--- config.mk ---
export PLATFORM = sky130hd
export DESIGN_NAME = irq_event_distributor
export DESIGN_NICKNAME = d
export VERILOG_FILES = /design/src/rtl/ied_pkg.sv /design/src/rtl/ied_cause_bank.sv /design/src/rtl/ied_mask_bank.sv /design/src/rtl/ied_line_drive.sv /design/src/rtl/irq_event_distributor.sv
export SDC_FILE = /design/constraint.sdc
export NUM_CORES = 1
export LEC_CHECK = 0
export ABC_AREA = 1
export BUFFER_PORTS_ARGS = -buffer_cell sky130_fd_sc_hd__buf_2
export CAP_MARGIN = 20
export CORE_MARGIN = 8
export CORE_UTILIZATION = 54
export DETAILED_ROUTE_END_ITERATION = 8
export PLACE_DENSITY = 0.92
export SLEW_MARGIN = 20
export SYNTH_ARGS = -nofsm -noshare
export SYNTH_HDL_FRONTEND = slang
export SYNTH_HIERARCHICAL = 1
export SYNTH_SLANG_ARGS = --single-unit
--- constraint.sdc ---
create_clock -name clk -period 1.4 [get_ports clk]
set_clock_uncertainty 0.15 [all_clocks]
set_input_delay 0.28 -clock clk [delete_from_list [all_inputs] [get_ports clk]]
set_output_delay 0.28 -clock clk [all_outputs]
set_load 0.01 [all_outputs]
--- src/rtl/ied_pkg.sv ---
package ied_pkg;
   localparam int unsigned EVT_W   = 32;
   localparam int unsigned N_LINES = 13;
   localparam int unsigned ADDR_W  = 2;

   localparam logic [ADDR_W-1:0] A_CAUSE = 2'd0;
   localparam logic [ADDR_W-1:0] A_MASK  = 2'd1;
   localparam logic [ADDR_W-1:0] A_MGMT  = 2'd2;
   localparam logic [ADDR_W-1:0] A_TXCTL = 2'd3;

   localparam int unsigned BIT_MGMT_DONE = 23;
   localparam int unsigned BIT_STOP_DONE = 28;

   // cause bit that drives each output line
   function automatic int unsigned line_src(input int unsigned ln);
      case (ln)
         0:       return 27;
         1:       return 26;
         2:       return 19;
         3:       return 20;
         4:       return 25;
         5:       return 24;
         6:       return 23;
         7:       return 21;
         8:       return 31;
         9:       return 28;
         10:      return 22;
         11:      return 29;
         default: return 30;
      endcase
   endfunction

   function automatic logic [N_LINES-1:0] gather(input logic [EVT_W-1:0] v);
      logic [N_LINES-1:0] r;
      for (int unsigned ln = 0; ln < N_LINES; ln++) r[ln] = v[line_src(ln)];
      return r;
   endfunction
endpackage

--- src/rtl/ied_cause_bank.sv ---
module ied_cause_bank #(
   parameter int unsigned W = 32
) (
   input  logic         clk,
   input  logic         rst_n,
   input  logic [W-1:0] set_vec,
   input  logic [W-1:0] clr_vec,
   output logic [W-1:0] cause_q
);
   // set has priority over clear
   always_ff @(posedge clk or negedge rst_n) begin
      if (!rst_n) cause_q <= '0;
      else        cause_q <= (cause_q & ~clr_vec) | set_vec;
   end
endmodule

--- src/rtl/ied_mask_bank.sv ---
module ied_mask_bank #(
   parameter int unsigned W = 32
) (
   input  logic         clk,
   input  logic         rst_n,
   input  logic         load,
   input  logic [W-1:0] din,
   output logic [W-1:0] mask_q
);
   always_ff @(posedge clk or negedge rst_n) begin
      if (!rst_n)    mask_q <= '0;
      else if (load) mask_q <= din;
   end
endmodule

--- src/rtl/ied_line_drive.sv ---
module ied_line_drive #(
   parameter int unsigned W = 32,
   parameter int unsigned N = 13
) (
   input  logic         clk,
   input  logic         rst_n,
   input  logic [W-1:0] active,
   output logic [N-1:0] line_q
);
   for (genvar g = 0; g < N; g++) begin : g_line
      localparam int unsigned SRC = ied_pkg::line_src(g);
      logic hit;
      assign hit = active[SRC];
      // update only on a change of the recorded masked state
      always_ff @(posedge clk or negedge rst_n) begin
         if (!rst_n)              line_q[g] <= 1'b0;
         else if (hit != line_q[g]) line_q[g] <= hit;
      end
   end
endmodule

--- src/rtl/irq_event_distributor.sv ---
module irq_event_distributor #(
   parameter int unsigned EVT_W   = 32,
   parameter int unsigned N_LINES = 13,
   parameter int unsigned ADDR_W  = 2
) (
   input  logic              clk,
   input  logic              rst_n,
   input  logic [N_LINES-1:0] evt_pulse,
   input  logic              reg_wr,
   input  logic [ADDR_W-1:0] reg_addr,
   input  logic [EVT_W-1:0]  reg_wdata,
   output logic [EVT_W-1:0]  reg_rdata,
   output logic [N_LINES-1:0] irq_line
);
   import ied_pkg::*;

   if (EVT_W != ied_pkg::EVT_W) begin : g_bad_width
      $error("EVT_W must match the fixed cause bit layout");
   end
   if (N_LINES != ied_pkg::N_LINES) begin : g_bad_lines
      $error("N_LINES must match the fixed line map");
   end
   if (ADDR_W != ied_pkg::ADDR_W) begin : g_bad_addr
      $error("ADDR_W must match the register decode");
   end

   logic [EVT_W-1:0] set_vec, clr_vec, cause_q, mask_q, active;
   logic wr_cause, wr_mask, wr_mgmt, wr_txctl;

   assign wr_cause = reg_wr && (reg_addr == A_CAUSE);
   assign wr_mask  = reg_wr && (reg_addr == A_MASK);
   assign wr_mgmt  = reg_wr && (reg_addr == A_MGMT);
   assign wr_txctl = reg_wr && (reg_addr == A_TXCTL);

   always_comb begin
      set_vec = '0;
      for (int unsigned ln = 0; ln < N_LINES; ln++)
         set_vec[line_src(ln)] = evt_pulse[ln];
      if (wr_mgmt)                 set_vec[BIT_MGMT_DONE] = 1'b1;
      if (wr_txctl && reg_wdata[0]) set_vec[BIT_STOP_DONE] = 1'b1;
   end

   assign clr_vec = wr_cause ? reg_wdata : '0;

   ied_cause_bank #(.W(EVT_W)) u_cause (
      .clk(clk), .rst_n(rst_n), .set_vec(set_vec), .clr_vec(clr_vec), .cause_q(cause_q)
   );

   ied_mask_bank #(.W(EVT_W)) u_mask (
      .clk(clk), .rst_n(rst_n), .load(wr_mask), .din(reg_wdata), .mask_q(mask_q)
   );

   assign active = cause_q & mask_q;

   ied_line_drive #(.W(EVT_W), .N(N_LINES)) u_lines (
      .clk(clk), .rst_n(rst_n), .active(active), .line_q(irq_line)
   );

   always_comb begin
      case (reg_addr)
         A_CAUSE: reg_rdata = cause_q;
         A_MASK:  reg_rdata = mask_q;
         default: reg_rdata = '0;
      endcase
   end
endmodule

---- Word-level counts from Yosys, hierarchy flattened ----
Cells that the tools add are included.
W data, S select, Z words.
word-level totals
  register bits ........................... 77
  bits of input ports ..................... 50
  logic and storage cells ................. 45
cells by class
  equality and inequality tests ........... 16
  multiplexer cells ....................... 4
  bitwise gates (word level) .............. 4
  reduce and logical (&&, ||, !) cells .... 6
operators by type and width
  cell                  count
  $and A32 B32 Y32      2
  $pmux W32 S2          1
  $mux W32              1
  $not A32 Y32          1
  $or A32 B32 Y32       1
  $ne A1 B1 Y1          13
  $logic_and A1 B1 Y1   5
  $eq A2 B2 Y1 const B  2
  $eq A2 B1 Y1 const B  1
  $logic_not A2 Y1      1
  $mux W1               2

---- Logic depth before layout (Yosys ltp) ----
  depth after elaboration ................. 6
  depth in mapped cells ................... 8
  depth with buffers taken out ............ 6

---- Modules after synthesis ----
Netlist, hierarchy kept.
by module, submodules not included
  module                 instances  cells each  area each (µm²)  sequential area each (µm²)
  ied_mask_bank          1          136         1292.5           800.8
  ied_cause_bank         1          160         1281.2           800.8
  irq_event_distributor  1          248         1024.7           0.0
  ied_line_drive         1          26          374.1            325.3

---- Worst setup path after synthesis ----
OpenSTA, ideal clock, no wires.
  kind .................................... in2out
  start ................................... input port reg_addr[0]
  end ..................................... output port reg_rdata[0]
  arrival time ............................ 0.899 ns
  data required time ...................... 0.970 ns
  path slack .............................. 0.071 ns
  stages .................................. 5
  cells stage by stage .................... buf_2 -> nor2_4 -> buf_2 -> nand2_1 -> nand2_1
between the ends
  word-level cells in the longest chain between the ends .. 2
  elaborated cells on any way between the ends .. 3
ends and longest elaborated chain
  item                                              RTL line                     RTL
  start, declared                                   irq_event_distributor.sv:10  input logic [ADDR_W-1:0] reg_addr,
  $eq A2 B1 Y1 or $logic_not A2 Y1 (tied branches)  irq_event_distributor.sv:60  case (reg_addr)
  $pmux W32 S2 *                                    irq_event_distributor.sv:60
  end, declared                                     irq_event_distributor.sv:12  output logic [EVT_W-1:0] reg_rdata,
Every way passes the cells marked *; elsewhere a longest branch is shown, timed or not.

---- Worst setup path after layout ----
  start ................................... input port reg_addr[0]
  end ..................................... output port reg_rdata[25]
Same word-level chain as after synthesis.

==> results_dict.tcl <==
set metrics [dict create \
    path_clk_slew_ns 0.08 \
    pwr-share-clk_pct 35.6 \
    final_weighted_congestion_in_routability_driven_placement 0.7817 \
    crit_path_cell_trace "buf_12, nor2_4, buf_12, buf_8, nand2_1, nand2_1, buf_2" \
    dieHeight_um 100.2 \
    cp-start-kind "primary input" \
    port-buffer-count 94 \
    critical_path.endpoint_type "output port" \
    cts_buffer_depth 2 \
    violated_checks "negative setup slack" \
    fp.coreArea_um2 6832 \
    global_route.usage.total_pct 21.99 \
    hold_path.class "in2reg" \
    rsz_0062_raised_after_global_routing "yes" \
    ir_drop_mv 0.7646 \
    syn-cell-area_um2 3830 \
    multi_input_area_um2 1408 \
    report.final.hold_viol_count 0 \
    clock_sinks 77 \
    report.final.slew_viol_count 0 \
    nFillCells 416 \
    num_vias 3997 \
    post_drt_wl_per_cell_um 15.17 \
    power.internal_mw 4.477 \
    power_spent_charging_and_discharging_nets_mw 1.676 \
    worstPathArrival_ns 1.05 \
    overflow 0 \
    row_count 30 \
    seq_power_share_pct 42.1 \
    cts-buffers-inserted 9 \
    drt_wl_total_um 12430 \
    finalCriticalPeriod_ns 1.483 \
    h_tree_depth 3 \
    ant_nets 0 \
    final_area_um2 5600 \
    detailed_place.area_um2 4415 \
    share_comb_of_total_power_pct 22.2 \
    max-cap-violations 0 \
    timing.final.ws_setup_ns -0.08326 \
    top_level_ports 95 \
    cell_at_the_root_of_the_clock_tree "clkbuf_8" \
    antenna_found_initial 0 \
    proportion_of_total_power_due_to_net_switching_pct 27.24 \
    result_of_the_run "finished, violations left" \
    drt_pre_antenna_iters 6 \
    r2r-end "u_lines/line_q[5]" \
    critical_path_peak_fanout 7 \
    drt_drc_violations_left 0 \
    crit_path_start "reg_addr[0]" \
    worstSetupPathType "in2out" \
    fp.dieArea_um2 10040 \
    synth_cells 532 \
    worst_r2r_path_depth 4 \
    total_leakage_power_nw 3.253 \
    clock.fmax_ghz 0.6742 \
    share_of_layout_cells_above_drive_strength_1_pct 30.71 \
    grt_max_degree 78 \
    nets 768 \
    areal_power_density_over_the_cells_nw_per_um2 1099 \
    yosys_warnings 6 \
    detailedPlacementHpwl_um 6514 \
    wire_length_of_the_first_global_routing_pass_um 17690 \
    n_antenna_cell 0 \
    min_period_over_period_pct 105.9 \
    critPathRequiredTime_ns 0.97 \
    synthesis.area_per_instance_um2 7.199 \
    flow.area_growth_from_synthesis_pct 46.23 \
    cts_tree "yes" \
    initial_core_util_pct 56.06 \
    r2r_setup_slack_ns 0.33 \
    first_global_vias 3891 \
    worst_path_max_delay_cell "buf_12" \
    crit_path_largest_cell_delay_ns 0.15 \
    avgViaCountPerCell 4.880 \
    worst_setup_path_endpoint "reg_rdata[25]" \
    die_w_um 100.2 \
    timing.rr.start "u_cause/cause_q[24]" \
    initialDrtViolationCount 209 \
    finalSetupViolCount 32 \
    final_util_pct 81.98 \
    ff_latch_area_um2 1927 \
    worstSkewPairLatency_ns 0.34 \
]
==> worst min-delay path by stage <==
stage | end | startpoint | depth (start not counted) | slack, ns
floorplan | u_cause/cause_q[0] | rst_n | 0 | -0.17
global placement | u_lines/line_q[0] | rst_n | 2 | 0.18
detailed placement | u_cause/cause_q[27] | rst_n | 2 | 0.18
CTS | u_mask/mask_q[8] | reg_wdata[8] | 3 | 0.004
global route | u_mask/mask_q[12] | reg_wdata[12] | 3 | 0.0008
finish | u_mask/mask_q[15] | reg_wdata[15] | 3 | 0.02
==> state kept, by name (all words and copies together), names as in the netlist <==
register	flops
u_lines/line_q	13
u_cause/cause_q	32
u_mask/mask_q	32
==> what timing repair did <==
action / in CTS / in global routing
endpoints found under the setup margin: 32 / 32
hold endpoints to repair: 104 / 0
resized for setup: 7 / 45
setup buffers: 27 / 25
pin swaps: 25 / 32
cloned: 0 / 4
hold buffers: 28 / 0
==> power groups by stage <==
stage,registers (mW),logic (mW),clock network [mW]
2_1_floorplan,2.65,0.516,0
3_3_place_gp,2.63,0.864,0
3_5_place_dp,2.64,0.904,0
4_1_cts,2.58,1.13,2.21
5_1_grt,2.61,1.50,2.34
6_report,2.59,1.37,2.19
==> stage by stage <==
| step | power, mW | hold slack, ns | cells | setup slack, ns | TNS (ns) |
|---|---|---|---|---|---|
| final | 6.152 | 0.01736 | 819 | -0.08326 | -1.985 |
| after detailed placement | 3.548 | 0.1809 | 719 | -0.09602 | -3.955 |
| after global routing | 6.443 | 0.0008214 | 819 | -0.1349 | -3.283 |
| after global placement | 3.492 | 0.1788 | 719 | -0.04829 | -1.942 |
| after CTS | 5.918 | 0.003616 | 790 | -0.08353 | -1.643 |
| after floorplan | 3.163 | -0.1656 | 550 | 0.07060 | 0 |
==> layer usage <==
| layer | vias up | routed length, um | GRT usage, % |
|---|---|---|---|
| met5 | - | 0 | 0 |
| met2 | 234 | 6544 | 39.49 |
| met1 | 1861 | 4470 | 23.82 |
| li1 | 1856 | - | - |
| met3 | 46 | 999 | 4.844 |
| met4 | 0 | 411 | 10.81 |
==> critical path, delay by kind of cell <==
family / cells / cell delay (ns)
AND/OR/NAND/NOR: 3 / 0.24
buffers and inverters: 4 / 0.52
==> final cells by class <==
class                   instances  share of cell area (%)
well taps                      96                   2.145
multi-input cells             328                   25.13
clock inverters                 7                   2.458
flip-flops and latches         77                   34.41
inverters                     112                   7.641
repair buffers                190                   26.01
clock buffers                   9                   2.212
==> layout by cell type (no fill, tap or decap), drive strengths merged <==
cell,instances
bufinv,4
inv,112
dlygate4sd3,28
conb,19
o21ai,1
nor3,1
clkinv,2
nand3b,1
clkbuf,11
dfrtp,77
buf,160
nand3,32
clkinvlp,1
nor2,32
and3,1
nand2,241
Power figures use the tool's default switching activity.
